$ cat config.mk
export PLATFORM = sky130hd
export DESIGN_NAME = boot_remap_decoder
export DESIGN_NICKNAME = d
export VERILOG_FILES = /design/src/rtl/brd_pkg.sv /design/src/rtl/brd_ctrl.sv /design/src/rtl/brd_datapath.sv /design/src/rtl/boot_remap_decoder.sv
export SDC_FILE = /design/constraint.sdc
export NUM_CORES = 1
export LEC_CHECK = 0
export BUFFER_PORTS_ARGS = -buffer_cell sky130_fd_sc_hd__buf_2
export CAP_MARGIN = 20
export CORE_AREA = 3 3 40 42
export CTS_CLUSTER_SIZE = 16
export DETAILED_ROUTE_END_ITERATION = 6
export DIE_AREA = 0 0 43 45
export HOLD_SLACK_MARGIN = 0.02
export PLACE_DENSITY = 0.8
export SLEW_MARGIN = 20
export SYNTH_ARGS = -nofsm -noshare
export SYNTH_HDL_FRONTEND = slang
export SYNTH_SLANG_ARGS = --single-unit
$ cat constraint.sdc
create_clock -name clk -period 2.35 [get_ports clk]
set_input_delay 0.47 -clock clk [delete_from_list [all_inputs] [get_ports clk]]
set_output_delay 0.47 -clock clk [all_outputs]
set_load 0.005 [all_outputs]
$ cat src/rtl/brd_pkg.sv
package brd_pkg;

  // Strobes the control side hands to the datapath
  typedef struct packed {
    logic remapped;   // region 0 shows SRAM
    logic bootFlash;  // boot-select bit: 1 = Flash, 0 = ROM
  } ctrl_strobe_t;

  typedef enum logic [1:0] {
    TGT_FLASH = 2'd0,
    TGT_SRAM  = 2'd1,
    TGT_ROM   = 2'd2,
    TGT_ABORT = 2'd3
  } target_e;

endpackage

$ cat src/rtl/brd_ctrl.sv
module brd_ctrl
  import brd_pkg::*;
(
  input  logic         clk,
  input  logic         porRst_n,
  input  logic         softRst_n,
  input  logic         cmdRemap,
  input  logic         cmdSetBoot,
  input  logic         cmdClearBoot,
  input  logic         eraseIn,
  output ctrl_strobe_t strobe
);

  logic bootBit;
  logic remapFlag;
  logic remapRst_n;

  // Remap is dropped by either reset; the boot bit only by power-on
  assign remapRst_n = porRst_n & softRst_n;

  always_ff @(posedge clk or negedge porRst_n) begin
    if (!porRst_n) begin
      bootBit <= 1'b0;
    end else if (eraseIn || cmdClearBoot) begin
      bootBit <= 1'b0;
    end else if (cmdSetBoot) begin
      bootBit <= 1'b1;
    end
  end

  always_ff @(posedge clk or negedge remapRst_n) begin
    if (!remapRst_n) begin
      remapFlag <= 1'b0;
    end else if (cmdRemap) begin
      remapFlag <= 1'b1;
    end
  end

  assign strobe.remapped  = remapFlag;
  assign strobe.bootFlash = bootBit;

endmodule

$ cat src/rtl/brd_datapath.sv
module brd_datapath
  import brd_pkg::*;
#(
  parameter int ADDR_W      = 28,
  parameter int REGION_BITS = 20,
  parameter int SRAM_KB     = 128,
  parameter int FLASH_KB    = 512,
  parameter int ROM_KB      = 32
) (
  input  logic                   accValid,
  input  logic [ADDR_W-1:0]      accAddr,
  input  ctrl_strobe_t           strobe,
  output logic                   csFlash,
  output logic                   csSram,
  output logic                   csRom,
  output logic                   abort,
  output logic [REGION_BITS-1:0] localOffset,
  output logic                   flashPlane
);

  localparam int REGION_W = ADDR_W - REGION_BITS;
  localparam logic [REGION_BITS-1:0] SRAM_MASK  = REGION_BITS'(SRAM_KB * 1024 - 1);
  localparam logic [REGION_BITS-1:0] FLASH_MASK = REGION_BITS'(FLASH_KB * 1024 - 1);
  localparam logic [REGION_BITS-1:0] ROM_MASK   = REGION_BITS'(ROM_KB * 1024 - 1);
  localparam int PLANE_BIT = 18;

  logic [REGION_W-1:0]    region;
  logic [REGION_BITS-1:0] rawOff;
  logic [REGION_BITS-1:0] offMask;
  target_e                target;

  assign region = accAddr[ADDR_W-1:REGION_BITS];
  assign rawOff = accAddr[REGION_BITS-1:0];

  always_comb begin
    if (region == REGION_W'(0)) begin
      if (strobe.remapped)       target = TGT_SRAM;
      else if (strobe.bootFlash) target = TGT_FLASH;
      else                       target = TGT_ROM;
    end else if (region == REGION_W'(1)) begin
      target = TGT_FLASH;
    end else if (region == REGION_W'(2)) begin
      target = TGT_SRAM;
    end else if (region == REGION_W'(3)) begin
      target = TGT_ROM;
    end else begin
      target = TGT_ABORT;
    end
  end

  always_comb begin
    case (target)
      TGT_FLASH: offMask = FLASH_MASK;
      TGT_SRAM:  offMask = SRAM_MASK;
      TGT_ROM:   offMask = ROM_MASK;
      default:   offMask = '0;
    endcase
  end

  assign csFlash     = accValid && (target == TGT_FLASH);
  assign csSram      = accValid && (target == TGT_SRAM);
  assign csRom       = accValid && (target == TGT_ROM);
  assign abort       = accValid && (target == TGT_ABORT);
  assign localOffset = accValid ? (rawOff & offMask) : '0;

  generate
    if (FLASH_KB == 512) begin : g_dual_plane
      assign flashPlane = csFlash & localOffset[PLANE_BIT];
    end else begin : g_single_plane
      assign flashPlane = 1'b0;
    end
  endgenerate

endmodule

$ cat src/rtl/boot_remap_decoder.sv
module boot_remap_decoder
  import brd_pkg::*;
#(
  parameter int ADDR_W      = 28,
  parameter int REGION_BITS = 20,
  parameter int SRAM_KB     = 128,
  parameter int FLASH_KB    = 512,
  parameter int ROM_KB      = 32
) (
  input  logic                   clk,
  input  logic                   porRst_n,
  input  logic                   softRst_n,
  input  logic                   accValid,
  input  logic [ADDR_W-1:0]      accAddr,
  input  logic                   cmdRemap,
  input  logic                   cmdSetBoot,
  input  logic                   cmdClearBoot,
  input  logic                   eraseIn,
  output logic                   csFlash,
  output logic                   csSram,
  output logic                   csRom,
  output logic                   abort,
  output logic [REGION_BITS-1:0] localOffset,
  output logic                   flashPlane
);

  ctrl_strobe_t strobe;

  brd_ctrl u_ctrl (
    .clk          (clk),
    .porRst_n     (porRst_n),
    .softRst_n    (softRst_n),
    .cmdRemap     (cmdRemap),
    .cmdSetBoot   (cmdSetBoot),
    .cmdClearBoot (cmdClearBoot),
    .eraseIn      (eraseIn),
    .strobe       (strobe)
  );

  brd_datapath #(
    .ADDR_W      (ADDR_W),
    .REGION_BITS (REGION_BITS),
    .SRAM_KB     (SRAM_KB),
    .FLASH_KB    (FLASH_KB),
    .ROM_KB      (ROM_KB)
  ) u_dp (
    .accValid    (accValid),
    .accAddr     (accAddr),
    .strobe      (strobe),
    .csFlash     (csFlash),
    .csSram      (csSram),
    .csRom       (csRom),
    .abort       (abort),
    .localOffset (localOffset),
    .flashPlane  (flashPlane)
  );

endmodule

==> results of run 1 <==
-- final timing paths --
| path | startpoint | to | cells past startpoint |
|---|---|---|---|
| max in group asynchronous | porRst_n | u_ctrl.remapFlag | 2 |
| min reg2reg | u_ctrl.remapFlag | u_ctrl.remapFlag | 1 |
| min in group clk | cmdClearBoot | u_ctrl.bootBit | 2 |
| max | accAddr[25] | localOffset[17] | 5 |
| min | porRst_n | u_ctrl.bootBit | 1 |
| max reg2reg | u_ctrl.remapFlag | u_ctrl.remapFlag | 1 |
-- registers in the layout (all words and copies together), names as in the netlist --
name and flops:
u_ctrl.bootBit 1, u_ctrl.remapFlag 1
-- critical path: stages --
cell and delay [ns]:
buf_2 0.11, nor4_4 0.34, nand3_2 0.19, nor4b_1 0.26
buf_2 0.16
-- power groups by stage --
| stage | logic, mW | registers [mW] | clock network, mW |
|---|---|---|---|
| after floorplan | 0.0109 | 0.0363 | 0 |
| after global placement | 0.0419 | 0.0365 | 0 |
| after detailed placement | 0.0433 | 0.0366 | 0 |
| after CTS | 0.0434 | 0.0362 | 0.0763 |
| after global routing | 0.0479 | 0.0362 | 0.0785 |
| final | 0.0429 | 0.0362 | 0.0724 |
-- final cells by class --
type	instances	area (um2)
clock buffers	3	22.5
fillers	128	648
inverters	1	3.75
multi-input cells	38	251
flip-flops and latches	2	50.0
well taps	15	18.8
repair buffers	58	290
-- routing by layer --
metal	global-route usage (%)	up-vias	part of all wire (%)
met5	0	-	0
met4	1.81	0	0
met3	5.18	0	21
met2	22.8	47	47
met1	11.1	208	32
li1	-	264	-
-- synthesized netlist by cell type --
cell type and number:
nand3_2 1, and3_1 3, nor2_1 4, and2_1 16, buf_4 1, inv_1 1
conb_1 1, nor4_1 1, and3_4 1, or2_2 1, nor4_4 1, a21boi_0 1
nor4b_1 3, dfrtp_1 2, a21oi_1 2, buf_6 1, nor3_1 3
-- per-stage QoR --
step / hold slack, ns / cell area [um2] / total power, mW / util (%)
3_3_place_gp: 0.250 / 614 / 0.0784 / 47.8
3_5_place_dp: 0.251 / 614 / 0.0799 / 47.8
4_1_cts: 0.0224 / 637 / 0.156 / 49.6
2_1_floorplan: 0.174 / 324 / 0.0472 / -
5_1_grt: 0.0241 / 637 / 0.163 / 49.6
6_report: 0.0284 / 637 / 0.151 / 49.6
-- logic make-up (layout without fill, tap and decap cells) --
kind of cell | count (synthesis) | in the layout | share of synthesized area (%)
flops | 2 | 2 | 15.4
buf+inv | 3 | 62 | 6.95
simple gates | 34 | 34 | 71.0
other cells | 1 | 1 | 1.16
compound gates | 3 | 3 | 5.41
==> metrics, run 1 <==
reg-to-reg slack, setup 1.53 ns; GP Congestion 0.697; relative contribution of the clock network to total power 47.8%; leading cell types by total area after synthesis and2_1 31%, dfrtp_1 15%, nor4b_1 8.1%, nor4_4 6.6%, and3_1 5.8%; most common cell after layout, fill and taps aside buf_2; Total GRT Usage 11.5%; top library cells by usage in the layout, fill and taps aside 58 x buf_2, 16 x and2_1, 4 x nor2_1; Psw 0.0341 mW; worst-case clock skew 0 ns; total grt overflow 0; via count of the first global-routing pass 449; fraction of the yosys area taken by sequential cells 15.4%; nature of the critical path startpoint primary input; Via-to-Cell Ratio roughly 4.4; syn avg cell area between 7 and 8 um2; Syn-to-layout area delta 96.5%; max cap viols 0; total of endpoints with negative setup slack in the final report 0; Num Clock Sinks 2; required time at the worst-slack endpoint approximately 1.9 ns; worst setup margin 0.355 ns; Starting Density 25.2%; CTS tree done; Tmin final 2.00 ns; CTS clock-pin slew for the worst setup and hold paths ~0.03 ns; setup repair after global routing missed its margin false; Cell Area, Synth 324 um2; placed cell count 114; worst slack at placement 0.333 ns; number of antenna violations at the first check in global routing 0; 1st-pass router iterations 4; Comb power frac 28.3%; die boundary width 43 um; Unique masters post-synth 17; number of design-rule violations left by the first detailed-router iteration 4; outcome completed; Total Negative Setup Slacks 0 ns; Internal 0.117 mW; Port Buffer Count 58; # IOs 61; fraction of layout cells with a size suffix above 1 63.7%; total vias in the final route roughly 520; number of synthesized register bits 2; Net Count, Synth 79; area share of the largest cell type after synthesis 30.9%; part of the cycle the worst path needs 84.9%; Worst VDD drop 0.207 mV; type of the worst setup path in2out; number of nets at the end of the flow 140; mean routed wirelength per cell 10.8 um; largest net degree at the start of global routing 17; y dimension of the die 45 um; post-detail-place hpwl 1140 um; number of H-tree levels 1; Leak Pwr 0.407 nW; clock insertion delay at the later pin of the skew report 0.21 ns; final slew viol count 0; routed wire length 1260 um; cts-stage hold buffer count 0; maximum operating frequency 0.501 GHz; cell type contributing the most total cell area after synthesis and2_1; Die Outline Area 1940 um2; DRC errors left 0; count of endpoints failing hold in the final timing report 0; switching fraction of total power 22.5%; Reg power frac 23.9%; number of warning messages in the yosys log 0; filler-free cell count of the finished design 117; min-delay worst type in2async; number of buffers between clock root and the deepest sink 2; post-route ant nets 0; CTS Buf Count 3; setup fix buffers added after clock tree synthesis 0; cells after synthesis 43; total power divided by cell area 238 nW/um2; Std-Cell Rows 13; Clock Tree Root clkbuf_4; placeable core region 1280 um2; first-pass GRT wire length between 1500 and 2000 um; maximum fanout along the worst path 6; number of cells upsized or downsized after cts 0; Arrival @ worst endpoint 1.53 ns; kind of capture point of the worst setup path output port; ant diodes 0
No activity file was read; power rests on OpenSTA's default activity.
==> run 2, diff against run 1 <==
--- a/config.mk
+++ b/config.mk
@@ -5,14 +5,15 @@
 export SDC_FILE = /design/constraint.sdc
 export NUM_CORES = 1
 export LEC_CHECK = 0
+export ABC_AREA = 1
 export BUFFER_PORTS_ARGS = -buffer_cell sky130_fd_sc_hd__buf_2
 export CAP_MARGIN = 20
-export CORE_AREA = 3 3 40 42
+export CORE_MARGIN = 3
+export CORE_UTILIZATION = 23
 export CTS_CLUSTER_SIZE = 16
 export DETAILED_ROUTE_END_ITERATION = 6
-export DIE_AREA = 0 0 43 45
 export HOLD_SLACK_MARGIN = 0.02
-export PLACE_DENSITY = 0.8
+export PLACE_DENSITY = 0.78
 export SLEW_MARGIN = 20
 export SYNTH_ARGS = -nofsm -noshare
 export SYNTH_HDL_FRONTEND = slang
==> constraint.sdc (replaced) <==
create_clock -name clk -period 1.7 [get_ports clk]
set_input_delay 0.34 -clock clk [delete_from_list [all_inputs] [get_ports clk]]
set_output_delay 0.34 -clock clk [all_outputs]
set_load 0.005 [all_outputs]
==> metrics, run 2 <==
outcome completed; fraction of layout cells with a size suffix above 1 51.9%; top library cells by usage in the layout, fill and taps aside 58 x buf_2, 28 x nor2_1, 23 x inv_1, 4 x nand2_1, 3 x clkbuf_4; number of synthesized register bits 2; type of the worst setup path reg2out; terminus of the critical flop-to-flop path u_ctrl.remapFlag; number of buffers between clock root and the deepest sink 2; Net Count, Synth 104; area share of the largest cell type after synthesis 31.3%; startpoint of the worst register-to-register path u_ctrl.remapFlag; largest net degree at the start of global routing 18; routed wire length 1150 um; kind of capture point of the worst setup path output port; maximum operating frequency 0.660 GHz; maximum fanout along the worst path 4; Post-synth EDFFs 0; number of buffer and inverter instances along the worst setup path 1; die boundary width approximately 44 um; worst setup margin 0.186 ns; cells after synthesis slightly below 70; largest registers u_ctrl.bootBit: 1 flops, u_ctrl.remapFlag: 1 flops; number of nets at the end of the flow 167; Psw 0.0539 mW; Total Negative Setup Slacks 0 ns; CTS clock-pin slew for the worst setup and hold paths 0.03 ns; Finished Core Util 50.8%; cell type contributing the most total cell area after synthesis nor2_1; Most Frequent Cell on Critical Path nor2_1; clock insertion delay at the later pin of the skew report between 0.2 and 0.25 ns; total power divided by cell area between 300 and 400 nW/um2; GP Congestion 0.649; most frequent cell after synthesis nor2_1; count of endpoints failing hold in the final timing report 0; nature of the critical path startpoint flop; Worst VDD drop around 0.24 mV; min-delay worst type in2reg; via count of the first global-routing pass 502; DRC errors left 0; top cell family by delay on the critical path flip-flops; Worst path depth 5; fraction of the yosys area taken by sequential cells 14.9%; Leak Pwr 0.526 nW; mean routed wirelength per cell between 7 and 8 um; Crit. Startpoint u_ctrl.remapFlag; synth cell count leaders 28 x nor2_1, 23 x inv_1, 4 x nand2_1, 2 x dfrtp_1; Internal 0.168 mW; number of H-tree levels 1; Tmin final roughly 1.5 ns; Cell Chain, Critical Path nor2_1, a21boi_2, nand3_2, nor2_1, buf_2; max cap viols 0; y dimension of the die 44.2 um; Die Outline Area about 2000 um2; Syn-to-layout area delta 102%; Unique masters post-synth 15; Comb power frac 30.9%; ant diodes 0; 1st-pass router iterations 3; CTS tree done; post-route ant nets 0; setup repair after global routing missed its margin false; depth of the worst register-to-register path 1; Starting Density 25.1%; syn avg cell area 4.93 um2; reg-to-reg slack, setup 0.91 ns; total grt overflow 0; relative contribution of the clock network to total power 46.7%; proportion of synthesized flip-flops having asynchronous set or reset 100%; post-detail-place hpwl 1010 um; leading cell types by total area after synthesis nor2_1 31%, inv_1 26%, dfrtp_1 15%, nand2_1 4.5%, buf_6 3.4%; Num Clock Sinks 2; CTS Buf Count 3; worst slack at placement 0.192 ns; total vias in the final route 570; Cell Area, Synth 335 um2; final slew viol count 0; required time at the worst-slack endpoint about 1.4 ns; first-pass GRT wire length approximately 1700 um; Reg power frac 22.4%; worst-case clock skew 0 ns; slowest cell delay on critical path between 0.3 and 0.4 ns; number of warning messages in the yosys log 0; most common cell after layout, fill and taps aside buf_2; Port Buffer Count 58; placeable core region 1330 um2; endpoint of the most critical setup path localOffset[17]; Clock Tree Root clkbuf_4; Std-Cell Rows 13; slowest stage cell, crit path dfrtp_1; Arrival @ worst endpoint 1.17 ns; Most used DFF post-synth dfrtp_1; total of endpoints with negative setup slack in the final report 0; Via-to-Cell Ratio 3.96; # IOs between 60 and 70; part of the cycle the worst path needs 89.1%; number of design-rule violations left by the first detailed-router iteration 2; number of antenna violations at the first check in global routing 0; switching fraction of total power 24.3%; Total GRT Usage 12.1%
## run 2: how the worst min path moves through the flow
| stage | start | to | slack [ns] | cells after the start |
|---|---|---|---|---|
| 2_1_floorplan | porRst_n | u_ctrl.bootBit | 0.04 | 0 |
| 3_3_place_gp | porRst_n | u_ctrl.bootBit | 0.12 | 1 |
| 3_5_place_dp | porRst_n | u_ctrl.bootBit | 0.12 | 1 |
| 4_1_cts | cmdClearBoot | u_ctrl.bootBit | 0.27 | 2 |
| 5_1_grt | eraseIn | u_ctrl.bootBit | 0.26 | 2 |
| 6_report | eraseIn | u_ctrl.bootBit | 0.27 | 2 |
## run 2: cell families (layout without fill, tap and decap cells)
logic type / count (synthesis) / count (layout) / synth area share [%]
flip-flops: 2 / 2 / 14.9
buffers and inverters: 26 / 87 / 32.5
AND/OR/NAND/NOR: 37 / 37 / 47.0
AO/OA/AOI/OAI: 2 / 2 / 4.48
other: 1 / 1 / 1.12
## run 2: repair_timing
action,4_1_cts,5_1_grt
hold buffers,2,0
resized for setup,0,2
setup endpoints to repair,0,5
endpoints found under the hold margin,2,0
setup buffers,0,0
## run 2: layout make-up
type	instances	area [um2]
fill	138	657
timing repair buffer	60	310
multi-input combinational	40	185
inverter	24	90.1
sequential	2	50.0
clock buffer	3	22.5
tap	15	18.8
## run 2: routing by layer
layer	up-vias	GRT usage [%]	wire, um
li1	305	-	-
met1	224	9.25	324
met5	-	0	0
met2	41	22.7	573
met4	0	9.04	0
met3	0	5.69	253
## run 2: power groups by stage
stage	clock network, mW	registers (mW)	logic, mW
2_1_floorplan	0	0.0500	0.0235
3_3_place_gp	0	0.0502	0.0622
3_5_place_dp	0	0.0502	0.0642
4_1_cts	0.110	0.0497	0.0679
5_1_grt	0.114	0.0497	0.0789
6_report	0.103	0.0496	0.0684
## run 2: metrics by stage
step / power (mW) / std cells / hold slack, ns / area (um2)
floorplan: 0.0735 / 68 / 0.0444 / 335
global placement: 0.112 / 139 / 0.122 / 626
detailed placement: 0.114 / 139 / 0.124 / 626
CTS: 0.228 / 144 / 0.268 / 668
global route: 0.243 / 144 / 0.265 / 677
finish: 0.221 / 144 / 0.270 / 677
==> run 3, diff against run 2 <==
--- a/config.mk
+++ b/config.mk
@@ -9,7 +9,7 @@
 export BUFFER_PORTS_ARGS = -buffer_cell sky130_fd_sc_hd__buf_2
 export CAP_MARGIN = 20
 export CORE_MARGIN = 3
-export CORE_UTILIZATION = 23
+export CORE_UTILIZATION = 24
 export CTS_CLUSTER_SIZE = 16
 export DETAILED_ROUTE_END_ITERATION = 6
 export HOLD_SLACK_MARGIN = 0.02
@@ -17,4 +17,5 @@
 export SLEW_MARGIN = 20
 export SYNTH_ARGS = -nofsm -noshare
 export SYNTH_HDL_FRONTEND = slang
+export SYNTH_HIERARCHICAL = 1
 export SYNTH_SLANG_ARGS = --single-unit
==> metrics, run 3 <==
outcome completed; Num Clock Sinks 2; CTS Buf Count 3; largest registers u_ctrl/bootBit: 1 flops, u_ctrl/remapFlag: 1 flops; via count of the first global-routing pass around 460; Worst VDD drop 0.267 mV; Std-Cell Rows 13; Clock Tree Root clkbuf_4; 1st-pass router iterations 2; number of design-rule violations left by the first detailed-router iteration 1; terminus of the critical flop-to-flop path u_ctrl/remapFlag; Design Power 0.220 mW; ant diodes 0; Syn-to-layout area delta 88.6%; fraction of the yosys area taken by sequential cells 13.8%; number of warning messages in the yosys log 6; Total Negative Setup Slacks 0 ns; Arrival @ worst endpoint roughly 1.2 ns; leading cell types by total area after synthesis nor2_1 29%, inv_1 26%, dfrtp_1 14%, buf_4 6.2%, nand2_1 5.2%; CTS clock-pin slew for the worst setup and hold paths 0.03 ns; DRC errors left 0; max cap viols 0; relative contribution of the clock network to total power 46.1%; min-delay worst type in2reg; proportion of synthesized flip-flops having asynchronous set or reset 100%; most frequent cell after synthesis nor2_1; synth cell count leaders 28 x nor2_1, 25 x inv_1, 5 x nand2_1, 3 x buf_4, 2 x dfrtp_1; count of endpoints failing hold in the final timing report 0; die boundary width 44.9 um; first-pass GRT wire length 1610 um; worst hold margin 0.304 ns; total vias in the final route 579; GP Congestion 0.649; area share of the largest cell type after synthesis 29.0%; Die Outline Area between 2000 and 2500 um2; Hold Path Depth 2; Internal ~0.17 mW; total power divided by cell area approximately 320 nW/um2; kind of capture point of the worst setup path output port; number of antenna violations at the first check in global routing 0; final slew viol count 0; largest net degree at the start of global routing 18; clock insertion delay at the later pin of the skew report between 0.2 and 0.25 ns; worst hold path endpoint u_ctrl/remapFlag; syn avg cell area 4.97 um2; post-route design area between 600 and 700 um2; maximum operating frequency 0.656 GHz; cell type contributing the most total cell area after synthesis nor2_1; setup fix buffers added after clock tree synthesis 0; y dimension of the die 44.9 um; Total GRT Usage a little over a tenth; Leak Pwr 0.540 nW; top library cells by usage in the layout, fill and taps aside 58 x buf_2, 28 x nor2_1, 25 x inv_1, 5 x nand2_1, 3 x clkbuf_4; total grt overflow 0; Net Count, Synth 109; Post-synth EDFFs 0; worst-case clock skew 0 ns; part of the cycle the worst path needs 89.7%; Comb power frac 31.4%; number of H-tree levels 1; Most used DFF post-synth dfrtp_1; Via-to-Cell Ratio 3.94; instance area after placement 638 um2; nature of the critical path startpoint flop; required time at the worst-slack endpoint 1.36 ns; Port Buffer Count 58; Tmin final around 1.5 ns; startpoint of the worst register-to-register path u_ctrl/remapFlag; routed wire length 1130 um; most common cell after layout, fill and taps aside buf_2; reg-to-reg slack, setup 0.98 ns; maximum fanout along the worst path 4; Reg power frac 22.5%; setup repair after global routing missed its margin false; cells after synthesis between 70 and 80; worst setup margin 0.175 ns; placeable core region ~1400 um2; start point of the worst min-delay path cmdRemap; total of endpoints with negative setup slack in the final report 0; number of buffers between clock root and the deepest sink 2; mean routed wirelength per cell 7.71 um; fraction of layout cells with a size suffix above 1 50.0%; number of nets at the end of the flow 170; Starting Density 26.6%; post-route ant nets 0; CTS tree done; worst slack at placement 0.195 ns; type of the worst setup path reg2out; Psw 0.0527 mW; Cell Area, Synth around 360 um2; number of synthesized register bits 2; switching fraction of total power 23.9%; post-detail-place hpwl 991 um; Unique masters post-synth 15; depth of the worst register-to-register path 1; # IOs 61
[run 3: cell type report]
type / count / area (um2)
fill: 153 / 682
multi-input combinational: 41 / 185
tap: 15 / 18.8
inverter: 26 / 97.6
timing repair buffer: 60 / 310
sequential: 2 / 50.0
clock buffer: 3 / 22.5
[run 3: worst max-delay path by stage]
stage                     startpoint         endpoint  slack (ns)
floorplan                accAddr[25]  localOffset[12]        0.39
global placement         accAddr[25]  localOffset[17]        0.21
detailed placement       accAddr[23]  localOffset[17]        0.20
CTS                 u_ctrl/remapFlag  localOffset[17]        0.07
global route             accAddr[27]   localOffset[1]        0.06
finish              u_ctrl/remapFlag  localOffset[17]        0.17
[run 3: what timing repair did]
item	CTS	global route
endpoints found under the hold margin	2	0
hold buffers	2	0
resized for setup	0	1
endpoints found under the setup margin	0	2
[run 3: logic make-up (layout without fill, tap and decap cells)]
family | Yosys count | in the layout | share of synthesized area, %
and+or+nand+nor | 38 | 38 | 44.8
buffers and inverters | 30 | 89 | 36.2
AOI/OAI and AO/OA | 2 | 2 | 4.14
DFF | 2 | 2 | 13.8
other | 1 | 1 | 1.03
[run 3: metrics by stage]
step	util [%]	cells
3_5_place_dp	46.7	142
4_1_cts	49.8	147
5_1_grt	50.1	147
2_1_floorplan	-	73
3_3_place_gp	46.7	142
6_report	50.1	147
[run 3: worst max-delay path, cell delays in order, from the launching register on]
cell and delay [ns]:
dfrtp_1 0.35, nor2_1 0.06, a21boi_2 0.17, nand3_1 0.15, nor2_1 0.11, buf_2 0.12
[run 3: power by group through the flow]
stage          Combinational, mW  Clock, mW  Sequential (mW)
3_3_place_gp              0.0638          0           0.0501
4_1_cts                   0.0693      0.109           0.0497
3_5_place_dp              0.0656          0           0.0502
2_1_floorplan             0.0263          0           0.0500
6_report                  0.0692      0.102           0.0497
5_1_grt                   0.0801      0.115           0.0499
[run 3: layer usage]
| layer | share of wire, % | routed length, um | track usage (%) | vias to the layer above |
|---|---|---|---|---|
| met3 | 20 | 224 | 2.79 | 0 |
| met2 | 53 | 601 | 22.3 | 39 |
| met5 | 0 | 0 | 0 | - |
| met1 | 27 | 308 | 8.41 | 231 |
| met4 | 0 | 0 | 7.02 | 0 |
| li1 | - | - | - | 309 |
